[src/rtl/uid_pkg.sv]
package uid_pkg;
  localparam int NUM_SRC = 7;
  localparam int CODE_W  = 6;
  localparam int STAT_W  = 8;
  localparam int MODE_W  = STAT_W - CODE_W;

  localparam int SRC_LINE  = 0;
  localparam int SRC_RXRDY = 1;
  localparam int SRC_TMO   = 2;
  localparam int SRC_THRE  = 3;
  localparam int SRC_MODEM = 4;
  localparam int SRC_XOFF  = 5;
  localparam int SRC_FLOW  = 6;

  localparam logic [CODE_W-1:0] IDLE_CODE = 6'b000001;

  // strobes handed from control to datapath
  typedef struct packed {
    logic              capture;
    logic [CODE_W-1:0] code;
  } uid_strobe_t;

  // identification code per source; bit 0 low means pending
  function automatic logic [CODE_W-1:0] srcCode(input int idx);
    logic [CODE_W-1:0] c;
    case (idx)
      SRC_LINE:  c = 6'b000110;
      SRC_RXRDY: c = 6'b000100;
      SRC_TMO:   c = 6'b001100;
      SRC_THRE:  c = 6'b000010;
      SRC_MODEM: c = 6'b000000;
      SRC_XOFF:  c = 6'b010000;
      SRC_FLOW:  c = 6'b100000;
      default:   c = IDLE_CODE;
    endcase
    return c;
  endfunction

  // rank of a source, 0 is served first
  function automatic int srcRank(input int idx);
    int r;
    case (idx)
      SRC_LINE:  r = 0;
      SRC_TMO:   r = 1;
      SRC_RXRDY: r = 2;
      SRC_THRE:  r = 3;
      SRC_MODEM: r = 4;
      SRC_XOFF:  r = 5;
      default:   r = 6;
    endcase
    return r;
  endfunction
endpackage

[src/rtl/uid_ctrl.sv]
module uid_ctrl
  import uid_pkg::*;
(
  input  logic               clk,
  input  logic               rstN,
  input  logic               enhEn,
  input  logic [NUM_SRC-1:0] srcSet,
  input  logic [NUM_SRC-1:0] srcClr,
  input  logic               rdStb,
  output uid_strobe_t        strobe,
  output logic               irqOut
);
  logic [NUM_SRC-1:0] pend;
  logic [NUM_SRC-1:0] srcMask;
  logic [NUM_SRC-1:0] active;
  logic [NUM_SRC-1:0] clrVec;
  logic               anyActive;
  logic [CODE_W-1:0]  winCode;
  logic               winThre;
  logic               readClr;

  always_comb begin
    srcMask = '1;
    if (!enhEn) begin
      srcMask[SRC_XOFF] = 1'b0;
      srcMask[SRC_FLOW] = 1'b0;
    end
  end

  assign active    = pend & srcMask;
  assign anyActive = |active;

  // walk ranks from lowest to highest so the top pending source wins
  always_comb begin
    winCode = IDLE_CODE;
    winThre = 1'b0;
    for (int rk = NUM_SRC - 1; rk >= 0; rk--) begin
      for (int s = 0; s < NUM_SRC; s++) begin
        if (srcRank(s) == rk && active[s]) begin
          winCode = srcCode(s);
          winThre = (s == SRC_THRE);
        end
      end
    end
  end

  assign readClr = rdStb && winThre;

  always_comb begin
    clrVec = srcClr;
    clrVec[SRC_THRE] = srcClr[SRC_THRE] | readClr;
  end

  // one sticky flag per source, set has priority over clear
  for (genvar g = 0; g < NUM_SRC; g++) begin : gPend
    always_ff @(posedge clk) begin
      if (!rstN) pend[g] <= 1'b0;
      else       pend[g] <= srcSet[g] | (pend[g] & ~clrVec[g]);
    end
  end

  assign strobe.capture = rdStb;
  assign strobe.code    = winCode;
  assign irqOut         = anyActive;

  AST_LINE_FIRST: assert property (@(posedge clk) disable iff (!rstN)
    (rdStb && pend[SRC_LINE]) |-> (strobe.code == 6'b000110));

  AST_THRE_READCLR: assert property (@(posedge clk) disable iff (!rstN)
    (rdStb && strobe.code == 6'b000010 && !srcSet[SRC_THRE]) |=> !pend[SRC_THRE]);

  AST_MASKED_ENH: assert property (@(posedge clk) disable iff (!rstN)
    (rdStb && !enhEn) |-> (strobe.code != 6'b010000 && strobe.code != 6'b100000));

  AST_XOFF_HOLD: assert property (@(posedge clk) disable iff (!rstN)
    (pend[SRC_XOFF] && !srcClr[SRC_XOFF]) |=> pend[SRC_XOFF]);

  AST_IDLE_NO_IRQ: assert property (@(posedge clk) disable iff (!rstN)
    (rdStb && !irqOut) |-> (strobe.code == IDLE_CODE));

  AST_SET_WINS: assert property (@(posedge clk) disable iff (!rstN)
    (|srcSet) |=> ((pend & $past(srcSet)) == $past(srcSet)));
endmodule

[src/rtl/uid_dp.sv]
module uid_dp
  import uid_pkg::*;
(
  input  logic              clk,
  input  logic              rstN,
  input  logic              fifoEn,
  input  uid_strobe_t       strobe,
  output logic [STAT_W-1:0] statusOut
);
  logic [MODE_W-1:0] modeBits;

  assign modeBits = fifoEn ? {MODE_W{1'b1}} : {MODE_W{1'b0}};

  // word is frozen at the read so late source changes cannot tear it
  always_ff @(posedge clk) begin
    if (!rstN)               statusOut <= {{MODE_W{1'b0}}, IDLE_CODE};
    else if (strobe.capture) statusOut <= {modeBits, strobe.code};
  end

  AST_MODE_PAIR: assert property (@(posedge clk) disable iff (!rstN)
    statusOut[STAT_W-1] == statusOut[STAT_W-2]);

  AST_HOLD_NO_READ: assert property (@(posedge clk) disable iff (!rstN)
    !strobe.capture |=> $stable(statusOut));
endmodule

[src/rtl/uart_int_id.sv]
module uart_int_id
  import uid_pkg::*;
(
  input  logic               clk,
  input  logic               rstN,
  input  logic               fifoEn,
  input  logic               enhEn,
  input  logic [NUM_SRC-1:0] srcSet,
  input  logic [NUM_SRC-1:0] srcClr,
  input  logic               rdStb,
  output logic [STAT_W-1:0]  statusOut,
  output logic               irqOut
);
  uid_strobe_t strobe;

  uid_ctrl i_ctrl (
    .clk    (clk),
    .rstN   (rstN),
    .enhEn  (enhEn),
    .srcSet (srcSet),
    .srcClr (srcClr),
    .rdStb  (rdStb),
    .strobe (strobe),
    .irqOut (irqOut)
  );

  uid_dp i_dp (
    .clk       (clk),
    .rstN      (rstN),
    .fifoEn    (fifoEn),
    .strobe    (strobe),
    .statusOut (statusOut)
  );
endmodule

[config.mk]
export PLATFORM = sky130hd
export DESIGN_NAME = uart_int_id
export DESIGN_NICKNAME = d
export VERILOG_FILES = /design/src/rtl/uid_pkg.sv /design/src/rtl/uid_ctrl.sv /design/src/rtl/uid_dp.sv /design/src/rtl/uart_int_id.sv
export SDC_FILE = /design/constraint.sdc
export NUM_CORES = 1
export LEC_CHECK = 0
export BUFFER_PORTS_ARGS = -buffer_cell sky130_fd_sc_hd__buf_2
export CELL_PAD_IN_SITES_DETAIL_PLACEMENT = 1
export CELL_PAD_IN_SITES_GLOBAL_PLACEMENT = 1
export CORE_ASPECT_RATIO = 1.25
export CORE_MARGIN = 2
export CORE_UTILIZATION = 30
export CTS_CLUSTER_DIAMETER = 60
export DETAILED_ROUTE_END_ITERATION = 16
export GPL_TIMING_DRIVEN = 0
export HOLD_SLACK_MARGIN = 0.15
export PLACE_DENSITY = 0.84
export SYNTH_ARGS = -nofsm -noshare
export SYNTH_HDL_FRONTEND = slang
export SYNTH_SLANG_ARGS = --single-unit
[constraint.sdc]
create_clock -name clk -period 1.25 [get_ports clk]
set_input_delay 0.0625 -clock clk [delete_from_list [all_inputs] [get_ports clk]]
set_output_delay 0.0625 -clock clk [all_outputs]
set_load 0.02 [all_outputs]
==> impl_table.tex <==
\begin{tabular}{lr}
\hline
Metric & Value \\
\hline
\multicolumn{2}{l}{\textbf{Timing}} \\
\quad Worst hold slack after final layout & 205 ps \\
\quad Final clock skew & 5.92 ps \\
\quad Number of hold violations in the final report & 0 \\
\quad Measured slew at the worst slew-check pin & 250 ps \\
\quad Fin crit period & 1260 ps \\
\quad Post-route clock period utilization & 1.01 \\
\quad RSZ-0062 raised after global routing & yes \\
\quad Worst Setup Slack, final & -11.6 ps \\
\quad Max-slew violation total from the final report & 0 \\
\quad Max\_slew headroom & 0.832 \\
\quad Finish-stage setup viols & 1 \\
\quad Fmax & 0.793 GHz \\
\multicolumn{2}{l}{\textbf{Logic synthesis}} \\
\quad Post-synth design cell area & 554 sq um \\
\quad Area fraction in compound gates after synthesis & 0.210 \\
\quad Post-synthesis async set-or-reset flop share & 0 \\
\quad Unique cell type count in the Yosys netlist & 21 \\
\quad Yosys top cell area share & 0.506 \\
\quad Proportion of synthesized area in mux cells & 0.0181 \\
\quad Number of nets in the synthesized netlist & 77 \\
\quad Biggest area contributors in the synthesized netlist & sky130\_fd\_sc\_hd\_\_dfxtp\_1 (51\%), sky130\_fd\_sc\_hd\_\_o21a\_1 (9.5\%), sky130\_fd\_sc\_hd\_\_nor2b\_1 (7.9\%) \\
\quad Xor and xnor area share after synthesis & 0 \\
\quad Largest area contributor in the synthesized netlist & sky130\_fd\_sc\_hd\_\_dfxtp\_1 \\
\quad Number of flops mapped to enable cells by yosys & 0 \\
\quad Cells after synthesis & 58 \\
\quad Simple-gate portion of the synthesized area & 0.221 \\
\quad Total of warnings raised by yosys & 0 \\
\quad Adder-Cell Fraction of Synth Area & 0 \\
\quad Mean post-synth cell area & 9.56 sq um \\
\quad Cell with the most instances after synthesis & sky130\_fd\_sc\_hd\_\_dfxtp\_1 \\
\quad Most frequent cells after synthesis & sky130\_fd\_sc\_hd\_\_dfxtp\_1 (14), sky130\_fd\_sc\_hd\_\_nor2b\_1 (7), sky130\_fd\_sc\_hd\_\_o21a\_1 (7), sky130\_fd\_sc\_hd\_\_o21ai\_1 (5), sky130\_fd\_sc\_hd\_\_a21oi\_1 (4) \\
\quad Main synth FF type & sky130\_fd\_sc\_hd\_\_dfxtp\_1 \\
\quad Count of state elements after synthesis & 14 \\
\quad Largest family of logic cells by synthesized area & simple AND/OR/NAND/NOR gates \\
\quad Post-synthesis sequential area ratio & 0.506 \\
\multicolumn{2}{l}{\textbf{Routing}} \\
\quad Routed length per placed instance & 14.6 microns \\
\quad Antenna viol nets, final & 0 \\
\quad Drc violations & 0 \\
\quad Via/cell ratio & 4.92 \\
\quad Pre-antenna DRT Iters & 4 \\
\quad DR iter-0 viols & 9 \\
\quad Via total after detailed routing & 620 \\
\quad Routed wire length & 1840 microns \\
\multicolumn{2}{l}{\textbf{Placed design}} \\
\quad Half-perimeter wire length after detailed placement & 1030 microns \\
\quad Count of buffers inserted at the top-level ports & 27 \\
\quad Placement-stage cell area & 713 sq um \\
\quad Final GP Congestion & 0.666 \\
\multicolumn{2}{l}{\textbf{Worst setup path}} \\
\quad Critical path arrival & 1200 ps \\
\quad Critical-path maximum fanout & 4 \\
\quad Flop2flop setup slack & 110 ps \\
\quad Endpoint type of the worst setup path & output port \\
\quad Required time worst endpoint & 1190 ps \\
\quad Worst Path Class, Setup & flip-flop to output port \\
\quad Kind of start point of the critical path & flip-flop \\
\multicolumn{2}{l}{\textbf{Clocking}} \\
\quad CTS tree & yes \\
\quad \# H-tree levels & 1 \\
\quad TritonCTS Buffers & 3 \\
\quad Buffer type at the clock tree root & sky130\_fd\_sc\_hd\_\_clkbuf\_4 \\
\quad Maximum clock insertion buffer count & 2 \\
\quad Total number of clock tree sinks & 14 \\
\quad Latest clock arrival within the worst-skew pair & 270 ps \\
\quad Clock-pin slew of the registers on the worst-case setup and hold paths & 90 ps \\
\multicolumn{2}{l}{\textbf{Die}} \\
\quad Die area & 2210 sq um \\
\quad Core footprint & 1740 sq um \\
\quad Starting density of the core & 0.318 \\
\quad Ports & 28 \\
\quad Die span in x & 42.4 microns \\
\quad Num rows & 17 \\
\quad Die Height & 52.1 microns \\
\multicolumn{2}{l}{\textbf{Run status}} \\
\quad Status & finished, violations left \\
\quad Failing checks & negative setup slack \\
\multicolumn{2}{l}{\textbf{Global route}} \\
\quad Global router's overall resource usage & 0.176 \\
\quad Number of antenna violations at the first check in global routing & 0 \\
\quad Vias in the first global route & 634 \\
\quad Global-route congestion overflow total & 0 \\
\quad Pin count of the biggest net entering global routing & 11 \\
\quad Global-route wire length before repair & 2860 microns \\
\multicolumn{2}{l}{\textbf{Layout}} \\
\quad Diode insertion count for antenna repair & 0 \\
\quad Post-layout util & 0.534 \\
\quad Post-layout nets & 128 \\
\quad Total non-filler cell area in the finished layout & 931 sq um \\
\quad Share of final-layout standard cells stronger than drive strength 1 & 0.374 \\
\quad Layout overhead on the synthesized area & 67.9\% \\
\multicolumn{2}{l}{\textbf{Power and ir drop}} \\
\quad Total chip power & 0.944 mW \\
\quad Leak & 0.419 nW \\
\quad Worst-case vdd ir drop & 619 uV \\
\quad Power per Cell Area & 1010 nW/um\^{}2 \\
\multicolumn{2}{l}{\textbf{Run}} \\
\quad Count of maximum capacitance violations & 0 \\
\multicolumn{2}{l}{\textbf{Min path}} \\
\quad Worst min path class & input pin to flip-flop \\
\hline
\end{tabular}
-- final timing paths --
kind	start	to	cells past startpoint
hold reg to reg	i_dp.statusOut[0]	i_dp.statusOut[0]	2
setup reg to reg	i_ctrl.pend[0]	i_dp.statusOut[5]	4
setup / recovery	i_ctrl.pend[0]	irqOut	3
hold / removal	srcClr[3]	i_ctrl.pend[3]	4
-- registers in the layout, indices dropped and copies added, names as in the netlist --
signal and cells:
i_ctrl.pend 7, i_dp.statusOut 7
-- layout by cell type, fill, tap and decap left out --
cell / Yosys / routed
sky130_fd_sc_hd__o21ai_1: 5 / 5
sky130_fd_sc_hd__dfxtp_2: 0 / 2
sky130_fd_sc_hd__nand3_2: 0 / 1
sky130_fd_sc_hd__o21a_1: 7 / 7
sky130_fd_sc_hd__nand2b_1: 1 / 1
sky130_fd_sc_hd__inv_2: 1 / 1
sky130_fd_sc_hd__nor2b_1: 7 / 7
sky130_fd_sc_hd__and2_1: 1 / 1
sky130_fd_sc_hd__buf_4: 1 / 4
sky130_fd_sc_hd__buf_2: 2 / 28
sky130_fd_sc_hd__clkbuf_4: 0 / 3
sky130_fd_sc_hd__dlygate4sd3_1: 0 / 17
sky130_fd_sc_hd__nand4b_1: 1 / 1
sky130_fd_sc_hd__a21oi_1: 4 / 4
sky130_fd_sc_hd__o21ai_0: 1 / 1
sky130_fd_sc_hd__nor2_1: 2 / 2
sky130_fd_sc_hd__nor3_4: 1 / 1
sky130_fd_sc_hd__nand3_1: 3 / 2
sky130_fd_sc_hd__nand3b_1: 2 / 2
sky130_fd_sc_hd__inv_1: 1 / 1
sky130_fd_sc_hd__dfxtp_1: 14 / 12
sky130_fd_sc_hd__nand2_1: 1 / 1
sky130_fd_sc_hd__a21boi_1: 1 / 1
sky130_fd_sc_hd__o22ai_1: 1 / 1
sky130_fd_sc_hd__mux2i_1: 1 / 1
-- what timing repair did --
item,in CTS,in global routing
hold buffers,17,0
endpoints found under the hold margin,12,0
setup endpoints to repair,0,1
setup buffers,0,2
resized for setup,0,4
-- area by class of cell --
| cell class | count | area, sq um |
|---|---|---|
| fill | 212 | 813 |
| buffer | 3 | 17.5 |
| sequential | 14 | 283 |
| multi-input combinational | 39 | 254 |
| tap | 19 | 23.8 |
| timing repair buffer | 46 | 323 |
| clock buffer | 3 | 22.5 |
| inverter | 2 | 7.51 |
-- critical path, cell delays in order (launching register included) --
cell and delay [ps]:
sky130_fd_sc_hd__dfxtp_2 360, sky130_fd_sc_hd__nor3_4 280, sky130_fd_sc_hd__nand3_2 120, sky130_fd_sc_hd__buf_4 170
-- metrics by stage --
step / worst slack, ps / std cells / TNS, ps
6_report: -11.6 / 126 / -11.6
4_1_cts: 8.64 / 124 / 0
3_5_place_dp: 301 / 104 / 0
5_1_grt: -84.2 / 126 / -84.2
2_1_floorplan: 242 / 58 / 0
3_3_place_gp: 315 / 104 / 0
-- logic make-up after synthesis --
group | Yosys count
buffers and inverters | 5
DFF | 14
muxes | 1
and+or+nand+nor | 19
AOI/OAI and AO/OA | 19
-- power by group --
part           internal (mW)  switching (mW)
Clock                  0.111           0.140
Combinational          0.112          0.0854
Sequential             0.473          0.0227
-- metal layers --
metal	wire, microns	GRT usage	vias to the layer above
li1	-	-	300
met1	763	0.202	296
met2	964	0.315	20
met3	88	0.0521	4
met4	20	0.0469	0
met5	0	0	-
No activity file was read; power rests on OpenSTA's default activity.
